<file path="src/rtl/mcob_pkg.sv">
package mcob_pkg;
  localparam int OB_W        = 3;   // outer bank bits (A19..A17)
  localparam int MODE_BIT    = 4;   // data bit carrying the mode
  localparam int CHIP_AW     = 19;  // address width of one 512 KiB chip
  localparam int NCHIP       = 2;   // chips per side
  localparam int PRG_INNER_W = 4;   // inner PRG bank bits A16..A13
  localparam int CHR_INNER_W = 7;   // inner CHR bank bits A16..A10
  localparam int MENU_AW     = 15;  // 32 KiB menu ROM
  localparam int CRAM_AW     = 13;  // 8 KiB CHR RAM

  typedef struct packed {
    logic            game;
    logic [OB_W-1:0] bank;
  } ob_state_t;
endpackage

</file>
<file path="src/rtl/mcob_reg.sv">
module mcob_reg
  import mcob_pkg::*;
#(
  parameter logic [2:0] WIN_TAG = 3'b011
) (
  input  logic        clk,
  input  logic        rst_n,
  input  logic [15:0] cpu_addr,
  input  logic [7:0]  cpu_data,
  input  logic        cpu_wr,
  output ob_state_t   st
);
  logic wr_hit;
  logic unused_data;

  assign wr_hit = cpu_wr && (cpu_addr[15:13] == WIN_TAG);
  assign unused_data = ^{cpu_data[7:5], cpu_data[3], cpu_addr[12:0]};

  always_ff @(posedge clk or negedge rst_n) begin
    if (!rst_n) begin
      st <= '0;
    end else if (wr_hit && !st.game) begin
      st.game <= cpu_data[MODE_BIT];
      st.bank <= cpu_data[OB_W-1:0];
    end
  end
endmodule

</file>
<file path="src/rtl/mcob_prg_map.sv">
module mcob_prg_map
  import mcob_pkg::*;
(
  input  ob_state_t               st,
  input  logic [15:0]             cpu_addr,
  input  logic [PRG_INNER_W-1:0]  inner_prg,
  output logic                    menu_cs,
  output logic [NCHIP-1:0]        game_cs,
  output logic [CHIP_AW-1:0]      addr
);
  localparam int LOW_W  = CHIP_AW - (OB_W - 1) - PRG_INNER_W;
  localparam int MPAD_W = CHIP_AW - MENU_AW;

  logic rom_access;
  assign rom_access = cpu_addr[15];

  always_comb begin
    if (st.game) addr = {st.bank[OB_W-2:0], inner_prg, cpu_addr[LOW_W-1:0]};
    else         addr = {{MPAD_W{1'b0}}, cpu_addr[MENU_AW-1:0]};
  end

  assign menu_cs = rom_access && !st.game;

  for (genvar g = 0; g < NCHIP; g++) begin : g_cs
    assign game_cs[g] = rom_access && st.game && (st.bank[OB_W-1] == 1'(g));
  end
endmodule

</file>
<file path="src/rtl/mcob_chr_map.sv">
module mcob_chr_map
  import mcob_pkg::*;
(
  input  ob_state_t               st,
  input  logic [13:0]             ppu_addr,
  input  logic                    ppu_wr,
  input  logic [CHR_INNER_W-1:0]  inner_chr,
  output logic                    ram_cs,
  output logic                    ram_we,
  output logic [NCHIP-1:0]        game_cs,
  output logic [CHIP_AW-1:0]      addr
);
  localparam int LOW_W  = CHIP_AW - (OB_W - 1) - CHR_INNER_W;
  localparam int RPAD_W = CHIP_AW - CRAM_AW;

  logic pattern;
  assign pattern = !ppu_addr[13];

  always_comb begin
    if (st.game) addr = {st.bank[OB_W-2:0], inner_chr, ppu_addr[LOW_W-1:0]};
    else         addr = {{RPAD_W{1'b0}}, ppu_addr[CRAM_AW-1:0]};
  end

  assign ram_cs = pattern && !st.game;
  assign ram_we = ram_cs && ppu_wr;

  for (genvar g = 0; g < NCHIP; g++) begin : g_cs
    assign game_cs[g] = pattern && st.game && (st.bank[OB_W-1] == 1'(g));
  end
endmodule

</file>
<file path="src/rtl/mc_outer_bank.sv">
module mc_outer_bank
  import mcob_pkg::*;
(
  input  logic                   clk,
  input  logic                   rst_n,
  input  logic [15:0]            cpu_addr,
  input  logic [7:0]             cpu_data,
  input  logic                   cpu_wr,
  input  logic [PRG_INNER_W-1:0] inner_prg,
  input  logic [13:0]            ppu_addr,
  input  logic                   ppu_wr,
  input  logic [CHR_INNER_W-1:0] inner_chr,
  output logic                   menu_cs,
  output logic [NCHIP-1:0]       game_prg_cs,
  output logic [CHIP_AW-1:0]     prg_addr,
  output logic                   chr_ram_cs,
  output logic                   chr_ram_we,
  output logic [NCHIP-1:0]       game_chr_cs,
  output logic [CHIP_AW-1:0]     chr_addr
);
  ob_state_t       st;
  logic            game_mode;
  logic [OB_W-1:0] outer_bank;

  assign game_mode  = st.game;
  assign outer_bank = st.bank;

  mcob_reg u_reg (
    .clk      (clk),
    .rst_n    (rst_n),
    .cpu_addr (cpu_addr),
    .cpu_data (cpu_data),
    .cpu_wr   (cpu_wr),
    .st       (st)
  );

  mcob_prg_map u_prg (
    .st        (st),
    .cpu_addr  (cpu_addr),
    .inner_prg (inner_prg),
    .menu_cs   (menu_cs),
    .game_cs   (game_prg_cs),
    .addr      (prg_addr)
  );

  mcob_chr_map u_chr (
    .st        (st),
    .ppu_addr  (ppu_addr),
    .ppu_wr    (ppu_wr),
    .inner_chr (inner_chr),
    .ram_cs    (chr_ram_cs),
    .ram_we    (chr_ram_we),
    .game_cs   (game_chr_cs),
    .addr      (chr_addr)
  );
endmodule

</file>
<file path="config.mk">
export PLATFORM = sky130hd
export DESIGN_NAME = mc_outer_bank
export DESIGN_NICKNAME = d
export VERILOG_FILES = /design/src/rtl/mcob_pkg.sv /design/src/rtl/mcob_reg.sv /design/src/rtl/mcob_prg_map.sv /design/src/rtl/mcob_chr_map.sv /design/src/rtl/mc_outer_bank.sv
export SDC_FILE = /design/constraint.sdc
export NUM_CORES = 1
export LEC_CHECK = 0
export BUFFER_PORTS_ARGS = -buffer_cell sky130_fd_sc_hd__buf_2
export CAP_MARGIN = 15
export CORE_MARGIN = 3
export CORE_UTILIZATION = 28
export DETAILED_ROUTE_END_ITERATION = 7
export GPL_TIMING_DRIVEN = 0
export PLACE_DENSITY = 0.95
export SYNTH_ARGS = -nofsm -noshare
export SYNTH_HDL_FRONTEND = slang
export SYNTH_SLANG_ARGS = --single-unit
</file>
<file path="constraint.sdc">
create_clock -name clk -period 2.47 [get_ports clk]
set_clock_uncertainty 0.05 [all_clocks]
set_input_delay 0.3705 -clock clk [delete_from_list [all_inputs] [get_ports clk]]
set_output_delay 0.3705 -clock clk [all_outputs]
set_load 0.01 [all_outputs]
</file>
After elaboration in Yosys (flattened, before gate mapping):

Cells that the tools add are included.

* equality and inequality tests: 1
* mux-type cells: 2
* bitwise logic cells: 1
* reductions and logical operators: 13

Operators with widths (count)
* 2-to-1 mux 19 bit: 2
* logical AND 1 bit: 11
* equality test 3 x 2 -> 1 bit (second input constant): 1
* zero test 1 bit: 2
* NOT 1 bit: 1

* bits in registers: 4
* input port bits: 53
* output and inout port bits: 45
* logic and storage cells: 19

Depth between registers and ports, before layout:

Gate-level depths: netlist (run 1).

* depth in word-level cells: 3
* mapped depth: 3
* mapped depth without buffers: 3

By module:

From an unflattened synthesis (run 1), not the netlist that was laid out.

* cell total of the unflattened synthesis: 57
* area total of the unflattened synthesis: 533.0 um^2

By module, submodules not included
* mcob_chr_map: instances 1, cells each 24, area an instance 195.2 um^2, sequential area each 0.0 um^2
* mcob_prg_map: instances 1, cells each 22, area an instance 176.4 um^2, sequential area each 0.0 um^2
* mcob_reg: instances 1, cells each 11, area an instance 161.4 um^2, sequential area each 100.1 um^2

Worst setup path before layout (run 1):

OpenSTA, ideal clock, no wires.

* path kind: register to output
* from: reg u_reg.st[3] (netlist name)
* to: out chr_addr[10]
* arrival: 0.993 ns
* required time: 2.049 ns
* slack: 1.057 ns
* stages on the path, launching flop included: 3
* path buffers: 1
* cell sequence: dfrtp_1 clkbuf_1 mux2_2

* word-level cells in the longest chain between the ends: 1

RTL lines
* 2-to-1 mux 19 bit: RTL line mcob_chr_map.sv:20 `if (st.game) addr = {st.bank[OB_W-2:0], inner_chr, ppu_addr[LOW_W-1:0]};`
* to (decl): RTL line mc_outer_bank.sv:19 `output logic [CHIP_AW-1:0] chr_addr`

Every way passes these cells.

Final worst setup path (run 1):

* from: reg u_reg.st[3] (netlist name)
* to: out chr_addr[10]

* word-level cells in the longest chain between the ends: 1

RTL lines (RTL line)
* 2-to-1 mux 19 bit: mcob_chr_map.sv:20

Every way passes these cells.

==> results_dict.tcl, run 1 <==
set metrics [dict create \
    ys_seq_area_share_pct 18.9 \
    grt_pass1_wl_um 2450 \
    fin_ws_ns 0.620 \
    reg_top3 "u_reg.st (4)" \
    grt_util_met3_pct 4.53 \
    fp.dieH_um 49.5 \
    final-hold-violation-count 0 \
    cts_buffers 3 \
    post-cts-setup-buffers 0 \
    p_per_area_nw_per_um2 496 \
    clk_path_buf_depth 2 \
    yosysWarnings 0 \
    yosys_most_used_dff "dfrtp_1" \
    cts_tree "yes" \
    max_stage_delay_ns 0.39 \
    worst_slew_pin_slew_ns 0.393 \
    ys_seq_elements 4 \
    coreArea_um2 1760 \
    critPathMaxFanout 10 \
    nets 190 \
    clock_tree.root_cell "clkbuf_4" \
    final_antenna_net_count 0 \
    netlist_area_um2 529 \
    dp_cells 156 \
    syn_avg_cell_area_um2 8.68 \
    relSlewSlack_pct 73.8 \
    rows 15 \
    clk_pin_slew_ns 0.04 \
    leakage_nw 0.597 \
    hold_path_class "input pin to flip-flop" \
    setup-violations-final 0 \
    rsz0062_at_grt "no" \
    final_util_pct 53.5 \
    cts_sinks 4 \
    p_total_uw 468 \
    critPathLaunchType "flip-flop" \
    cts_resized 0 \
    cp_cell_sequence "clkbuf_1, mux2_2, buf_2" \
    syn_inst 61 \
    dr.pass1.iters 3 \
    cts_htree_levels 1 \
    use_met2_pct 25.2 \
    yosysMostFrequentCell "buf_4" \
    dp_hpwl_um 1560 \
    fin_setup_tns_ns 0 \
    grt_most_used_layer "met2" \
    die_w_um 49.5 \
    dieArea_um2 2450 \
    grt_pass1_vias 604 \
    required_ns 2.05 \
    cp.arrival_ns 1.43 \
    viasPerCell 4.00 \
    period_share_pct 74.9 \
    fin_cells 160 \
    grt_start_max_net_pins 11 \
    wl_per_cell_um 11.0 \
    synth_async_sr_flop_share_pct 100 \
    syn_nets 114 \
    diodes 0 \
    drt_iter0_drc 3 \
    finalInstanceArea_um2 943 \
    status "finished, final reports clean" \
    grt-ovfl-total 0 \
    yosysTopAreaCellShare_pct 35.5 \
    largest_reg_flops 4 \
    whs_ns 0.320 \
    drive_above_1_share_pct 79.3 \
    routed_wl_um 1760 \
    slowest_stage "mux2_2" \
    cap_violations 0 \
    placed_area_um2 911 \
    end_kind "output pin" \
    start_util_pct 30.0 \
    track_usage_pct 12.8 \
    clk_latency_ns 0.23 \
    synth_area_leaders "buf_4 35%, dfrtp_1 19%, and2_1 11%" \
    place_ws_ns 0.857 \
    synth_common_cells "25 x buf_4, 9 x and2_1, 4 x dfrtp_1, 4 x mux2_2, 4 x nand2_1" \
    grtUsageMet1_pct 10.1 \
    critPathKind "flip-flop to output pin" \
    maxSlewViolCount 0 \
    fin_crit_ns 1.85 \
    fmax_ghz 0.541 \
    antenna_found_initial 0 \
    dr_total_vias 640 \
    ir_drop_uv 194 \
    portBuffers 70 \
    drc 0 \
    top_register "u_reg.st" \
    synth_top_area_cell "buf_4" \
    syn_to_final_growth_pct 78.3 \
    place_congestion 0.663 \
    yosys.cell_types.count 16 \
    nFillCells 183 \
    synth_edf_count 0 \
    io_pins 98 \
]
==> cells in the final DEF, fill, tap and decap left out <==
master and n:
buf_2 70, buf_4 25, and2_1 9, mux2_2 4, nand2_1 4, dfrtp_1 4
mux2_4 3, clkbuf_4 3, clkbuf_1 2, nor2_1 2, nand2b_4 1, and3b_1 1
nor3b_1 1, nor2b_1 1, and3_1 1, or3_4 1, inv_1 1, o21bai_1 1
dlygate4sd3_1 1
==> per-layer routing <==
metal	vias to the layer above	part of all wire (%)
li1	316	-
met1	275	30
met2	49	56
met3	0	14
met4	0	0
met5	-	0
==> final cells by class <==
type                    instances  area (um2)  share of cell area (%)
flip-flops and latches          4         100                    10.6
clock buffers                   3        22.5                    2.39
repair buffers                 71         360                    38.2
well taps                      25        31.3                    3.32
multi-input cells              29         230                    24.4
inverters                       1        3.75                   0.398
plain buffers                  27         195                    20.7
==> worst max-delay path, delay by kind of cell, from the launching register on <==
kind / cells / cell delay [ns]
buffers and inverters: 2 / 0.47
muxes: 1 / 0.39
DFF: 1 / 0.34
==> power breakdown <==
group	leakage, nW	switching (mW)	total [mW]	internal (mW)
Sequential	0.0468	0.0148	0.101	0.0861
Clock	0.0138	0.0230	0.0771	0.0541
Combinational	0.536	0.124	0.290	0.166
==> cells by family (layout without fill, tap and decap cells) <==
logic type / count (synthesis) / in the layout / synth area share (%)
AND/OR/NAND/NOR: 21 / 21 / 25.1
multiplexers: 7 / 7 / 17.0
AO/OA/AOI/OAI: 1 / 1 / 1.42
buffers and inverters: 28 / 102 / 37.6
flip-flops: 4 / 4 / 18.9
==> final timing paths <==
path,startpoint,to,slack [ns],cells past startpoint
max,u_reg.st[3],chr_addr[10],0.62,3
min,cpu_data[0],u_reg.st[0],0.32,2
max reg2reg,u_reg.st[3],u_reg.st[2],1.07,3
min reg2reg,u_reg.st[0],u_reg.st[0],0.46,1
max in group asynchronous,rst_n,u_reg.st[3],1.81,2
min in group asynchronous,rst_n,u_reg.st[0],0.44,2
==> timing repair <==
item	4_1_cts	5_1_grt
hold endpoints to repair	4	0
setup endpoints to repair	0	0
hold buffers	1	0
(Power assumes the default switching activity.)
==> inputs of run 2 (changes only) <==
CORE_UTILIZATION = 26   (was 28)
PLACE_DENSITY = 0.93   (was 0.95)
clock period = 1.8 ns   (was 2.47 ns; I/O delays follow)
==> results_dict.tcl, run 2 (synthesized netlist as in run 1, its figures left out) <==
set metrics [dict create \
    status "finished, final reports clean" \
    fin_cells 160 \
    clk_pin_slew_ns 0.04 \
    syn_to_final_growth_pct 78.5 \
    leakage_nw 0.600 \
    track_usage_pct 11.7 \
    post-cts-setup-buffers 0 \
    worst_slew_pin_slew_ns 0.307 \
    critPathMaxFanout 10 \
    clk_latency_ns 0.23 \
    wl_per_cell_um 10.2 \
    reg_top3 "u_reg.st (4)" \
    p_per_area_nw_per_um2 684 \
    mostFrequentLayoutCells "70 x buf_2, 25 x buf_4, 9 x and2_1" \
    cap_violations 0 \
    dieArea_um2 2610 \
    maxSlewViolCount 0 \
    viasPerCell 4.01 \
    period_share_pct 90.0 \
    final_util_pct 51.9 \
    dp_cells 156 \
    nets 190 \
    drive_above_1_share_pct 80.0 \
    grt_start_max_net_pins 11 \
    diodes 0 \
    clk_path_buf_depth 2 \
    p_total_uw 646 \
    max_stage_delay_ns 0.36 \
    fin_crit_ns 1.62 \
    fmax_ghz 0.617 \
    fin_ws_ns 0.180 \
    antenna_found_initial 0 \
    finalInstanceArea_um2 945 \
    required_ns 1.48 \
    critPathKind "flip-flop to output pin" \
    final-hold-violation-count 0 \
    final_antenna_net_count 0 \
    cp_cell_sequence "clkbuf_2, mux2_2, buf_2" \
    whs_ns 0.218 \
    portBuffers 70 \
    cts_sinks 4 \
    dp_hpwl_um 1490 \
    clock_tree.root_cell "clkbuf_4" \
    largest_reg_flops 4 \
    fin_setup_tns_ns 0 \
    cts_htree_levels 1 \
    layout_commonest_cell "buf_2" \
    start_util_pct 29.1 \
    grt_pass1_wl_um 2370 \
    dr_total_vias 641 \
    place_ws_ns 0.284 \
    routed_wl_um 1630 \
    rsz0062_at_grt "no" \
    die_w_um 51.1 \
    relSlewSlack_pct 79.6 \
    fp.dieH_um 51.1 \
    rows 15 \
    grt-ovfl-total 0 \
    placed_area_um2 911 \
    ir_drop_uv 309 \
    cp.arrival_ns 1.30 \
    cts_buffers 3 \
    top_register "u_reg.st" \
    io_pins 98 \
    coreArea_um2 1820 \
    grt_pass1_vias 636 \
    setup-violations-final 0 \
    drt_iter0_drc 2 \
    place_congestion 0.626 \
    cts_tree "yes" \
    end_kind "output pin" \
    hold_path_class "input pin to flip-flop" \
    dr.pass1.iters 2 \
    slowest_stage "dfrtp_1" \
    drc 0 \
    critPathLaunchType "flip-flop" \
]
[run 2: layout make-up]
class,instances,area [um2]
well taps,25,31.3
plain buffers,27,196
clock buffers,3,22.5
repair buffers,71,360
fillers,173,876
flip-flops and latches,4,100
multi-input cells,29,230
inverters,1,3.75
[run 2: critical path, delay by kind of cell (launching register included)]
kind,cells,cell delay (ns)
buffers and inverters,2,0.36
muxes,1,0.35
DFF,1,0.36
[run 2: layer usage]
metal  GRT usage [%]  share of wire (%)
met5               0                  0
met4            6.73                  0
met3           0.875                 15
met2            24.9                 55
met1            10.2                 30
[run 2: worst paths after layout]
kind                        startpoint      endpoint  slack, ns  cells after the start
setup reg to reg           u_reg.st[3]   u_reg.st[0]       0.38                      3
min in group asynchronous        rst_n   u_reg.st[3]       0.32                      2
max in group asynchronous        rst_n   u_reg.st[2]       1.26                      2
hold / removal             cpu_data[1]   u_reg.st[1]       0.22                      2
hold reg to reg            u_reg.st[1]   u_reg.st[1]       0.45                      1
setup / recovery           u_reg.st[3]  chr_addr[10]       0.18                      3
[run 2: report_power, final]
part | switching (mW) | internal [mW]
clock network | 0.0341 | 0.0744
registers | 0.0209 | 0.118
logic | 0.169 | 0.229
total | 0.224 | 0.421
[run 2: timing repair]
action / 4_1_cts / 5_1_grt
gates resized for setup: 0 / 2
endpoints found under the hold margin: 4 / 0
setup endpoints to repair: 0 / 4
hold buffers: 1 / 0
